File: config.mk
export PLATFORM = sky130hd
export DESIGN_NAME = shared_pre_timer
export DESIGN_NICKNAME = d
export VERILOG_FILES = /design/src/rtl/spt_pkg.sv /design/src/rtl/spt_edge_sync.sv /design/src/rtl/spt_prescaler.sv /design/src/rtl/spt_count_core.sv /design/src/rtl/shared_pre_timer.sv
export SDC_FILE = /design/constraint.sdc
export NUM_CORES = 1
export LEC_CHECK = 0
export BUFFER_PORTS_ARGS = -buffer_cell sky130_fd_sc_hd__buf_2
export CAP_MARGIN = 30
export CORE_ASPECT_RATIO = 1.25
export CORE_MARGIN = 2
export CORE_UTILIZATION = 43
export DETAILED_ROUTE_END_ITERATION = 6
export HOLD_SLACK_MARGIN = 0.05
export PLACE_DENSITY = 0.74
export SYNTH_ARGS = -nofsm -noshare
export SYNTH_HDL_FRONTEND = slang
export SYNTH_HIERARCHICAL = 1
export SYNTH_SLANG_ARGS = --single-unit
File: constraint.sdc
create_clock -name clk -period 4.2 [get_ports clk]
set_input_delay 0.84 -clock clk [delete_from_list [all_inputs] [get_ports clk]]
set_output_delay 0.84 -clock clk [all_outputs]
set_load 0.02 [all_outputs]
File: src/rtl/spt_pkg.sv
package spt_pkg;

    localparam int RATE_W = 3;

    typedef struct packed {
        logic              src_ext;
        logic              fall_edge;
        logic              pre_wdog;
        logic [RATE_W-1:0] rate;
    } spt_cfg_t;

    typedef struct packed {
        logic tmr_event;
        logic pre_in;
        logic pre_out;
        logic tmr_inc;
        logic wd_tick;
    } spt_route_t;

    // log2 of the division ratio: the counter table starts at 2, the watchdog table at 1
    function automatic int unsigned div_shift(logic to_wdog, logic [RATE_W-1:0] rate);
        return to_wdog ? int'(rate) : int'(rate) + 1;
    endfunction

endpackage

File: src/rtl/spt_edge_sync.sv
module spt_edge_sync #(
    parameter int STAGES = 2
) (
    input  logic clk,
    input  logic rst,
    input  logic pin,
    output logic rise,
    output logic fall
);
    logic [STAGES:0] chain;

    always_ff @(posedge clk) begin
        if (rst) chain <= '0;
        else     chain <= {chain[STAGES-1:0], pin};
    end

    always_comb begin
        rise = chain[STAGES-1] & ~chain[STAGES];
        fall = ~chain[STAGES-1] & chain[STAGES];
    end
endmodule

File: src/rtl/spt_prescaler.sv
module spt_prescaler
    import spt_pkg::*;
#(
    parameter int PRE_W = 8
) (
    input  logic              clk,
    input  logic              rst,
    input  logic              clr,
    input  logic              ev_in,
    input  logic              to_wdog,
    input  logic [RATE_W-1:0] rate,
    output logic              ev_out
);
    logic [PRE_W-1:0] pre_cnt;
    logic [PRE_W-1:0] mask;
    int unsigned      sh;

    always_comb begin
        sh = div_shift(to_wdog, rate);
        for (int i = 0; i < PRE_W; i++) mask[i] = (i < int'(sh));
    end

    assign ev_out = ev_in && ((pre_cnt & mask) == mask);

    always_ff @(posedge clk) begin
        if (rst || clr)  pre_cnt <= '0;
        else if (ev_out) pre_cnt <= '0;
        else if (ev_in)  pre_cnt <= pre_cnt + PRE_W'(1);
    end
endmodule

File: src/rtl/spt_count_core.sv
module spt_count_core #(
    parameter int CNT_W = 8
) (
    input  logic             clk,
    input  logic             rst,
    input  logic             inc,
    input  logic             wr,
    input  logic [CNT_W-1:0] wdata,
    input  logic             flag_wr,
    input  logic             flag_wdata,
    output logic [CNT_W-1:0] cnt,
    output logic             flag
);
    logic wrap;
    assign wrap = inc && !wr && (cnt == {CNT_W{1'b1}});

    always_ff @(posedge clk) begin
        if (rst) begin
            cnt  <= '0;
            flag <= 1'b0;
        end else begin
            if (wr)       cnt <= wdata;
            else if (inc) cnt <= cnt + CNT_W'(1);
            if (wrap)         flag <= 1'b1;
            else if (flag_wr) flag <= flag_wdata;
        end
    end
endmodule

File: src/rtl/shared_pre_timer.sv
module shared_pre_timer
    import spt_pkg::*;
#(
    parameter int CNT_W       = 8,
    parameter int PRE_W       = 8,
    parameter int SYNC_STAGES = 2
) (
    input  logic              clk,
    input  logic              rst,
    input  logic              icyc_en,
    input  logic              ext_pin,
    input  logic              wdt_src,
    input  logic              cfg_src_ext,
    input  logic              cfg_fall_edge,
    input  logic              cfg_pre_wdog,
    input  logic [RATE_W-1:0] cfg_rate,
    input  logic              cnt_wr,
    input  logic [CNT_W-1:0]  cnt_wdata,
    input  logic              flag_wr,
    input  logic              flag_wdata,
    output logic [CNT_W-1:0]  cnt_q,
    output logic              ovf_flag,
    output logic              wdog_tick
);
    spt_cfg_t   cfg;
    spt_route_t rt;
    logic       pin_rise, pin_fall;

    assign cfg = '{src_ext: cfg_src_ext, fall_edge: cfg_fall_edge,
                   pre_wdog: cfg_pre_wdog, rate: cfg_rate};

    spt_edge_sync #(.STAGES(SYNC_STAGES)) u_sync (
        .clk (clk),
        .rst (rst),
        .pin (ext_pin),
        .rise(pin_rise),
        .fall(pin_fall)
    );

    always_comb begin
        rt.pre_out   = 1'b0;
        rt.tmr_event = cfg.src_ext ? (cfg.fall_edge ? pin_fall : pin_rise) : icyc_en;
        rt.pre_in    = cfg.pre_wdog ? wdt_src : rt.tmr_event;
        rt.tmr_inc   = 1'b0;
        rt.wd_tick   = 1'b0;
    end

    logic pre_out_w;

    spt_prescaler #(.PRE_W(PRE_W)) u_pre (
        .clk    (clk),
        .rst    (rst),
        .clr    (cnt_wr),
        .ev_in  (rt.pre_in),
        .to_wdog(cfg.pre_wdog),
        .rate   (cfg.rate),
        .ev_out (pre_out_w)
    );

    logic tmr_inc;
    assign tmr_inc   = cfg.pre_wdog ? rt.tmr_event : pre_out_w;
    assign wdog_tick = cfg.pre_wdog ? pre_out_w : wdt_src;

    spt_count_core #(.CNT_W(CNT_W)) u_core (
        .clk       (clk),
        .rst       (rst),
        .inc       (tmr_inc),
        .wr        (cnt_wr),
        .wdata     (cnt_wdata),
        .flag_wr   (flag_wr),
        .flag_wdata(flag_wdata),
        .cnt       (cnt_q),
        .flag      (ovf_flag)
    );
endmodule

==> out/results.txt, run 1 <==
outcome -> finished, final reports clean
row count -> 22
P_leak -> 0.000571 µW
crit path to -> wdog_tick
Worst setup startpoint -> cfg_rate[0]
#FFs+latches synth -> 20
largest net degree at the start of global routing -> 23
syn nets -> 166
main combinational cell family by area after synthesis -> simple AND/OR/NAND/NOR gates
pwr/cell area -> 271 mW/mm²
Top Metal Used -> met4
Iteration-0 DRC Markers -> 24
data arrival time of the critical path -> 2.75 ns
Netlist Area Pre-Place -> 0.00127 mm²
Hold WC Path Type -> reg -> reg
YS warnings -> 6
fin cells -> 207
asr flop ratio synth -> 0
clk_lat worst skew -> 0.30 ns
first-pass GRT wire length -> 5.09 mm
maximum fanout along the worst path -> 9
global route total overflow -> 0
Via Count -> 1,217
DR WL met3 -> 136 µm
syn avg cell area -> 9.01 µm²
# nets final -> 197
clock buffer depth -> 2
final setup fails -> 0
Area Growth Syn to Fin -> 15.4%
hold slack -> 0.460 ns
DRT antenna net count -> 0
Clock transition at path regs -> 0.11 ns
Fin. Hold Viols -> 0
Die Ht -> 64.8 µm
Inserted Clock Buffers -> 3
Clock Sinks -> 20
r2r endpoint -> u_core/flag$_SDFFE_PP0P_
Post-Synth Adder-Cell Area -> 0.0296
via density per instance -> 5.88
Worst Tran Pin Value -> 0.426 ns
Die X-Extent -> 52.6 µm
initial antenna violation count -> 0
met1 wire length -> 1.28 mm
DR pass1 iterations -> 4
Post-DP HPWL -> 2.24 mm
R2R setup slack -> 1.13 ns
WS Path Type -> in -> out
fmax -> 0.279 GHz
core box area -> 0.00289 mm²
Die ar. -> 0.00341 mm²
DR WL met2 -> 1.61 mm
Yosys top cell by area -> dfxtp_1
vias in the first global route -> 1,190
Synth Flop Type -> dfxtp_1
cell count after synthesis -> 141
Antenna Cells -> 0
pre-CTS WS -> 0.424 ns
multiplexer area fraction after synthesis -> 0.0414
number of synthesized flops with an enable pin -> 0
Slew headroom -> 0.716
H-tree depth -> 1
CP endpoint kind -> output pin
Post CTS Setup Buffer Count -> 0
Final Power -> 397 µW
sequential fraction of the synthesis area -> 0.315
RSZ-0062 raised after global routing -> false
Wirelength per Cell -> 14.8 µm
XOR/XNOR Fraction of Synth Area -> 0.0828
post-synthesis cell type count -> 40
Placer Congestion -> 0.792
HP Start -> u_sync/chain[0]$_SDFF_PP0_
Slew Limit Fails -> 0
GRT Util Overall -> 0.192
area share of the largest cell type after synthesis -> 0.315
layout cells sized above 1 -> 0.251
TritonCTS clock tree -> built
FF/Latch Area -> 400 µm²
CTS Hold Bufs -> 0
Starting Density -> 0.439
Synth Area in Simple Gates -> 0.247
post-synthesis compound-gate area fraction -> 0.236
most numerous cell in the Yosys netlist -> dfxtp_1
Post-synth top cells -> 20 x dfxtp_1, 14 x nand2_1, 9 x a21oi_1, 9 x nor2_1, 7 x a2111oi_1
Multi-input gate area -> 810 µm²
Residual DRC -> 0
post-route setup slack -> 0.609 ns
fillers -> 311
Worst Path Required -> 3.36 ns
crit path launch type -> input port
Setup Skew -> 0.00323 ns
largest cells by area after synthesis -> dfxtp_1 32%, a2111oi_1 5.5%, nand2_1 4.1%, xnor2_1 4.1%, xor2_1 4.1%
port buffer count -> 31
Post-CTS Resized -> 0
R2R depth -> 13
Max-Cap Viols -> 0
clk root buf -> clkbuf_4
crit share post-route -> 0.855
min Tclk post-route -> 3.59 ns
setup TNS -> 0 ns
final WL -> 3.06 mm
Placed Cells incl. Taps -> 203
Max VDD drop -> 128 µV
worst r2r src -> u_sync/chain[1]$_SDFF_PP0_
io pins -> 32
metrics by stage:
step           instance area (µm²)   util
2_1_floorplan                 1270      -
4_1_cts                       1470  0.507
6_report                      1470  0.507
3_3_place_gp                  1430  0.494
5_1_grt                       1470  0.507
3_5_place_dp                  1430  0.494
state kept, by name (all words and copies together), names as in the netlist:
name / flops
u_core/cnt: 8
u_sync/chain: 3
u_core/flag: 1
u_pre/pre_cnt: 8
worst max-delay path, cell delays in order:
cell      delay, ns
buf_2          0.14
ha_1           0.34
or3b_1         0.39
a21oi_1        0.15
a211o_1        0.15
o211ai_4       0.13
and2_1         0.19
mux2_2         0.26
buf_2          0.16
per-layer routing:
layer,up-vias,track usage
li1,596,-
met1,578,0.210
met2,39,0.361
met3,4,0.0300
met4,0,0.0641
met5,-,0
power breakdown:
part           total [µW]  internal [µW]  switching (µW)  leakage, µW
clock network         111           52.9            58.2    0.0000210
logic                79.7           33.1            46.6     0.000387
registers             206            197            8.81     0.000164
logic make-up (layout without fill, tap and decap cells):
kind of cell | Yosys count | after routing
compound gates | 35 | 35
xor+xnor | 12 | 12
fa+ha+maj | 3 | 3
buf+inv | 9 | 39
flops | 20 | 20
mux | 5 | 5
simple gates | 57 | 57
layout make-up:
| class | count | share of cell area |
|---|---|---|
| multi-input combinational | 112 | 0.553 |
| clock buffer | 4 | 0.0248 |
| sequential | 20 | 0.273 |
| tap | 36 | 0.0307 |
| inverter | 3 | 0.00769 |
| timing repair buffer | 32 | 0.111 |
worst min-delay path by stage:
stage	endpoint	cells past startpoint
detailed placement	u_sync/chain[1]$_SDFF_PP0_	1
global route	u_sync/chain[1]$_SDFF_PP0_	1
finish	u_sync/chain[1]$_SDFF_PP0_	1
global placement	u_sync/chain[1]$_SDFF_PP0_	1
floorplan	u_sync/chain[1]$_SDFF_PP0_	1
CTS	u_sync/chain[1]$_SDFF_PP0_	1
cells in the final DEF, fill, tap and decap left out, types with 5 or more instances in the layout:
master,count
xnor2_1,6
buf_2,31
o211ai_1,6
dfxtp_1,20
a2111oi_1,7
nor2_1,9
nand3_1,5
a21oi_1,9
xor2_1,6
nor2b_1,5
nand2_1,14
nand4_1,6
(Power assumes the default switching activity.)
==> run 2: changes to the inputs <==
Settings changed: CORE_ASPECT_RATIO 1.25 to 1.75.
==> out/results.txt, run 2 (same netlist as run 1, synthesis figures left out) <==
clk_lat worst skew -> 0.25 ns (-0.05 ns)
clk root buf -> clkbuf_8
Post CTS Setup Buffer Count -> 0 (unchanged)
Placer Congestion -> 0.839 (+5.9%)
Setup Skew -> 0.00187 ns (-0.00135 ns)
core box area -> 0.00286 mm² (-0.95%)
Clock transition at path regs -> 0.07 ns (-0.04 ns)
# nets final -> 197 (unchanged)
global route total overflow -> 0 (unchanged)
most frequent cells in the layout -> 31 x buf_2, 20 x dfxtp_1, 14 x nand2_1
outcome -> finished, final reports clean
Antenna Cells -> 0 (unchanged)
row count -> 26 (+18%)
Die X-Extent -> 45.1 µm (-14%)
setup TNS -> 0 ns (unchanged)
final WL -> 2.91 mm (-4.7%)
WS Path Type -> in -> out
Inserted Clock Buffers -> 3 (unchanged)
layout cells sized above 1 -> 0.247 (-0.00440)
first-pass GRT wire length -> 4.96 mm (-2.6%)
Hold WC Path Type -> reg -> reg
clock buffer depth -> 2 (unchanged)
Residual DRC -> 0 (unchanged)
Fin. Hold Viols -> 0 (unchanged)
fmax -> 0.279 GHz (+0.21%)
Die ar. -> 0.00342 mm² (+0.42%)
CP endpoint kind -> output pin
initial antenna violation count -> 0 (unchanged)
pwr/cell area -> 279 mW/mm² (+3.0%)
Worst Tran Pin Value -> 0.401 ns (-0.0245 ns)
largest net degree at the start of global routing -> 23 (unchanged)
P_leak -> 0.000572 µW (+0.10%)
Wirelength per Cell -> 14.7 µm (-0.41%)
RSZ-0062 raised after global routing -> false
Largest regs -> u_core/cnt (8), u_pre/pre_cnt (8), u_sync/chain (3)
post-route setup slack -> 0.617 ns (+0.00756 ns)
Die Ht -> 75.9 µm (+17%)
Max VDD drop -> 129 µV (+1.2%)
Post-CTS Resized -> 0 (unchanged)
maximum fanout along the worst path -> 9 (unchanged)
io pins -> 32 (unchanged)
Slew headroom -> 0.733 (+0.0163)
data arrival time of the critical path -> 2.74 ns (about the same)
Starting Density -> 0.444 (+0.00422)
commonest non-fill, non-tap cell in the layout -> buf_2
Clock Sinks -> 20 (unchanged)
Slew Limit Fails -> 0 (unchanged)
min Tclk post-route -> 3.58 ns (-0.00756 ns)
final setup fails -> 0 (unchanged)
Worst Path Required -> 3.36 ns (about the same)
port buffer count -> 31 (unchanged)
TritonCTS clock tree -> built
crit share post-route -> 0.853 (-0.00180)
final non-filler cell area -> 0.00146 mm² (-0.34%)
via density per instance -> 6.03 (+2.5%)
Max-Cap Viols -> 0 (unchanged)
DR pass1 iterations -> 4 (unchanged)
Post-DP HPWL -> 2.27 mm (+1.1%)
DRT antenna net count -> 0 (unchanged)
H-tree depth -> 1 (unchanged)
placed inst area -> 0.00142 mm² (-0.70%)
fillers -> 280 (-10%)
crit path launch type -> input port
Area Growth Syn to Fin -> 15.0%
GRT Util Overall -> 0.189 (-0.00325)
CTS Hold Bufs -> 0 (unchanged)
vias in the first global route -> 1,239 (+4.1%)
pre-CTS WS -> 0.427 ns (+0.00343 ns)
Via Count -> 1,193 (-2.0%)
Iteration-0 DRC Markers -> 27 (+13%)
==> run 2: changes by cell type in the layout (fill, tap and decap cells not counted) <==
cell      delta
clkbuf_4     -3
clkbuf_8     +2
==> run 2: metrics by stage <==
stage          std cells  hold slack (ns)  total power, µW   util
2_1_floorplan        141            0.414              261      -
3_3_place_gp         195            0.416              285  0.496
3_5_place_dp         195            0.427              288  0.496
4_1_cts              198            0.444              408  0.510
5_1_grt              198            0.473              424  0.510
6_report             198            0.441              407  0.510
==> run 2: per-layer routing <==
metal	up-vias	wire length, µm	part of all wire	track usage
li1	596	-	-	-
met1	559	1110	0.38	0.195
met2	34	1620	0.56	0.354
met3	4	135	0.046	0.0213
met4	0	49	0.017	0.101
met5	-	0	0	0
==> run 2: where the power goes <==
group / switching (µW) / total (µW) / internal [µW] / leakage [µW]
combinational: 44.9 / 78.1 / 33.1 / 0.000387
clock: 60.1 / 124 / 63.7 / 0.0000216
sequential: 8.52 / 206 / 197 / 0.000164
==> run 2: path summary, 6_finish.rpt <==
| check | from | to | slack, ns | cells past startpoint |
|---|---|---|---|---|
| setup / recovery | cfg_rate[0] | wdog_tick | 0.62 | 9 |
| hold / removal | u_sync/chain[0]$_SDFF_PP0_ | u_sync/chain[1]$_SDFF_PP0_ | 0.44 | 1 |
| setup reg to reg | u_sync/chain[1]$_SDFF_PP0_ | u_core/flag$_SDFFE_PP0P_ | 1.26 | 13 |
| hold reg to reg | u_sync/chain[0]$_SDFF_PP0_ | u_sync/chain[1]$_SDFF_PP0_ | 0.44 | 1 |
==> run 2: critical path, cell delays in order <==
cell and delay (ns):
buf_2 0.14, ha_1 0.33, or3b_1 0.39, a21oi_1 0.15
a211o_1 0.15, o211ai_4 0.13, and2_1 0.19, mux2_2 0.26
buf_2 0.16
==> run 2: area by class of cell <==
class / instances / area, µm² / share of cell area
well taps: 28 / 35.0 / 0.0240
inverters: 3 / 11.3 / 0.00771
flip-flops and latches: 20 / 400 / 0.274
multi-input cells: 112 / 810 / 0.554
repair buffers: 32 / 163 / 0.111
clock buffers: 3 / 41.3 / 0.0283
==> run 3: changes to the inputs <==
==> constraint.sdc (replaced) <==
create_clock -name clk -period 4.2 [get_ports clk]
set_input_delay 0.63 -clock clk [delete_from_list [all_inputs] [get_ports clk]]
set_output_delay 0.63 -clock clk [all_outputs]
set_load 0.02 [all_outputs]
==> out/results.txt, run 3 (same netlist as run 1, synthesis figures left out) <==
data arrival time of the critical path -> 3.52 ns (+0.78 ns)
Final Power -> 427 µW (+4.9%)
most frequent cells in the layout -> 31 x buf_2, 20 x dfxtp_1, 14 x nand2_1
Slew Limit Fails -> 0 (unchanged)
final WL -> 2.85 mm (-2.1%)
Die Ht -> 75.9 µm (unchanged)
WS Path Type -> in -> reg
layout cells sized above 1 -> 0.251 (+0.00440)
first-pass GRT wire length -> 4.70 mm (-5.3%)
Post-CTS Resized -> 0 (unchanged)
Max VDD drop -> 230 µV (+78%)
worst hold stages -> 1 (unchanged)
clk root buf -> clkbuf_8
R2R depth -> 13 (unchanged)
Worst Tran Pin Value -> 0.404 ns (+0.00239 ns)
largest net degree at the start of global routing -> 23 (unchanged)
min Tclk post-route -> 3.34 ns (-0.238 ns)
fillers -> 290 (+3.6%)
Post CTS Setup Buffer Count -> 0 (unchanged)
Wirelength per Cell -> 14.3 µm (-2.6%)
TritonCTS clock tree -> built
HP Start -> u_sync/chain[0]$_SDFF_PP0_
Die X-Extent -> 45.1 µm (unchanged)
Area Growth Syn to Fin -> 16.1%
Multi-input gate area -> 810 µm² (unchanged)
Iteration-0 DRC Markers -> 30 (+11%)
WHS Endpoint -> u_sync/chain[1]$_SDFF_PP0_
via density per instance -> 5.99 (-0.59%)
row count -> 26 (unchanged)
Via Count -> 1,192 (-0.084%)
commonest non-fill, non-tap cell in the layout -> buf_2
RSZ-0062 raised after global routing -> false
Hold WC Path Type -> reg -> reg
CP endpoint kind -> flop
Placed Cells incl. Taps -> 195 (unchanged)
P_leak -> 0.000579 µW (+1.3%)
core box area -> 0.00286 mm² (unchanged)
Setup Skew -> 0.00449 ns (+0.00261 ns)
FF/Latch Area -> 400 µm² (unchanged)
Clock Sinks -> 20 (unchanged)
port buffer count -> 31 (unchanged)
Inserted Clock Buffers -> 3 (unchanged)
Max-Cap Viols -> 0 (unchanged)
vias in the first global route -> 1,133 (-8.6%)
final setup fails -> 0 (unchanged)
Die ar. -> 0.00342 mm² (unchanged)
CTS Hold Bufs -> 0 (unchanged)
outcome -> finished, final reports clean
Largest regs -> u_core/cnt (8), u_pre/pre_cnt (8), u_sync/chain (3)
Fin. Hold Viols -> 0 (unchanged)
fin cells -> 199 (+0.51%)
setup TNS -> 0 ns (unchanged)
fmax -> 0.299 GHz (+7.1%)
DRT antenna net count -> 0 (unchanged)
Clock transition at path regs -> 0.07 ns (about the same)
Antenna Cells -> 0 (unchanged)
io pins -> 32 (unchanged)
Residual DRC -> 0 (unchanged)
r2r endpoint -> u_core/cnt[5]$_SDFFE_PP0P_
GRT Util Overall -> 0.180 (-0.00828)
DR pass1 iterations -> 4 (unchanged)
Slew headroom -> 0.731 (-0.00160)
H-tree depth -> 1 (unchanged)
initial antenna violation count -> 0 (unchanged)
hold slack -> 0.437 ns (-0.00327 ns)
R2R setup slack -> 1.15 ns (-0.11 ns)
clk_lat worst skew -> 0.25 ns (about the same)
Starting Density -> 0.444 (unchanged)
maximum fanout along the worst path -> 10 (+1)
Worst Path Required -> 4.38 ns (+1.02 ns)
Placer Congestion -> 0.866 (+3.2%)
# nets final -> 197 (unchanged)
Worst setup startpoint -> cfg_rate[0]
worst r2r src -> u_sync/chain[1]$_SDFF_PP0_
pwr/cell area -> 290 mW/mm² (+3.9%)
crit share post-route -> 0.796 (-0.0568)
crit path launch type -> input port
Post-DP HPWL -> 2.23 mm (-1.5%)
global route total overflow -> 0 (unchanged)
Layout Utilization -> 0.515 (+0.00481)
clock buffer depth -> 2 (unchanged)
-- run 3: worst max-delay path by stage --
stage | slack (ns) | depth (start not counted) | end
final | 0.86 | 13 | u_core/cnt[5]$_SDFFE_PP0P_
after global routing | 0.71 | 13 | u_core/cnt[7]$_SDFFE_PP0P_
after CTS | 0.86 | 13 | u_core/cnt[5]$_SDFFE_PP0P_
after detailed placement | 0.59 | 13 | u_core/cnt[5]$_SDFFE_PP0P_
after global placement | 0.71 | 13 | u_core/cnt[5]$_SDFFE_PP0P_
after floorplan | 0.96 | 12 | u_core/cnt[7]$_SDFFE_PP0P_
-- run 3: where the power goes --
group,internal (µW),switching [µW]
combinational,33.1,44.9
clock,83.3,60.7
sequential,197,8.42
total,313,114
-- run 3: routing by layer --
metal	up-vias	wire length, µm	global-route usage
li1	593	-	-
met1	557	1130	0.186
met2	34	1530	0.338
met3	8	120	0.0237
met4	0	67	0.0948
met5	-	0	0
-- run 3: stage by stage --
stage / setup WS (ns) / area (µm²)
detailed placement: 0.592 / 1420
global placement: 0.709 / 1420
global route: 0.710 / 1470
floorplan: 0.957 / 1270
CTS: 0.858 / 1470
finish: 0.855 / 1470
-- run 3: final cells by class --
class | count | area share
well taps | 28 | 0.0238
flip-flops and latches | 20 | 0.272
repair buffers | 32 | 0.110
multi-input cells | 112 | 0.549
inverters | 3 | 0.00764
clock buffers | 4 | 0.0374
-- run 3: worst max-delay path: stages --
cell      delay, ns
buf_2          0.14
ha_1           0.34
and2b_1        0.17
a221o_1        0.26
a211o_1        0.33
o211ai_4       0.15
and2_1         0.20
nand2b_1       0.06
o211ai_1       0.07
buf_4          0.19
or3b_1         0.36
or4_1          0.51
o211ai_1       0.09
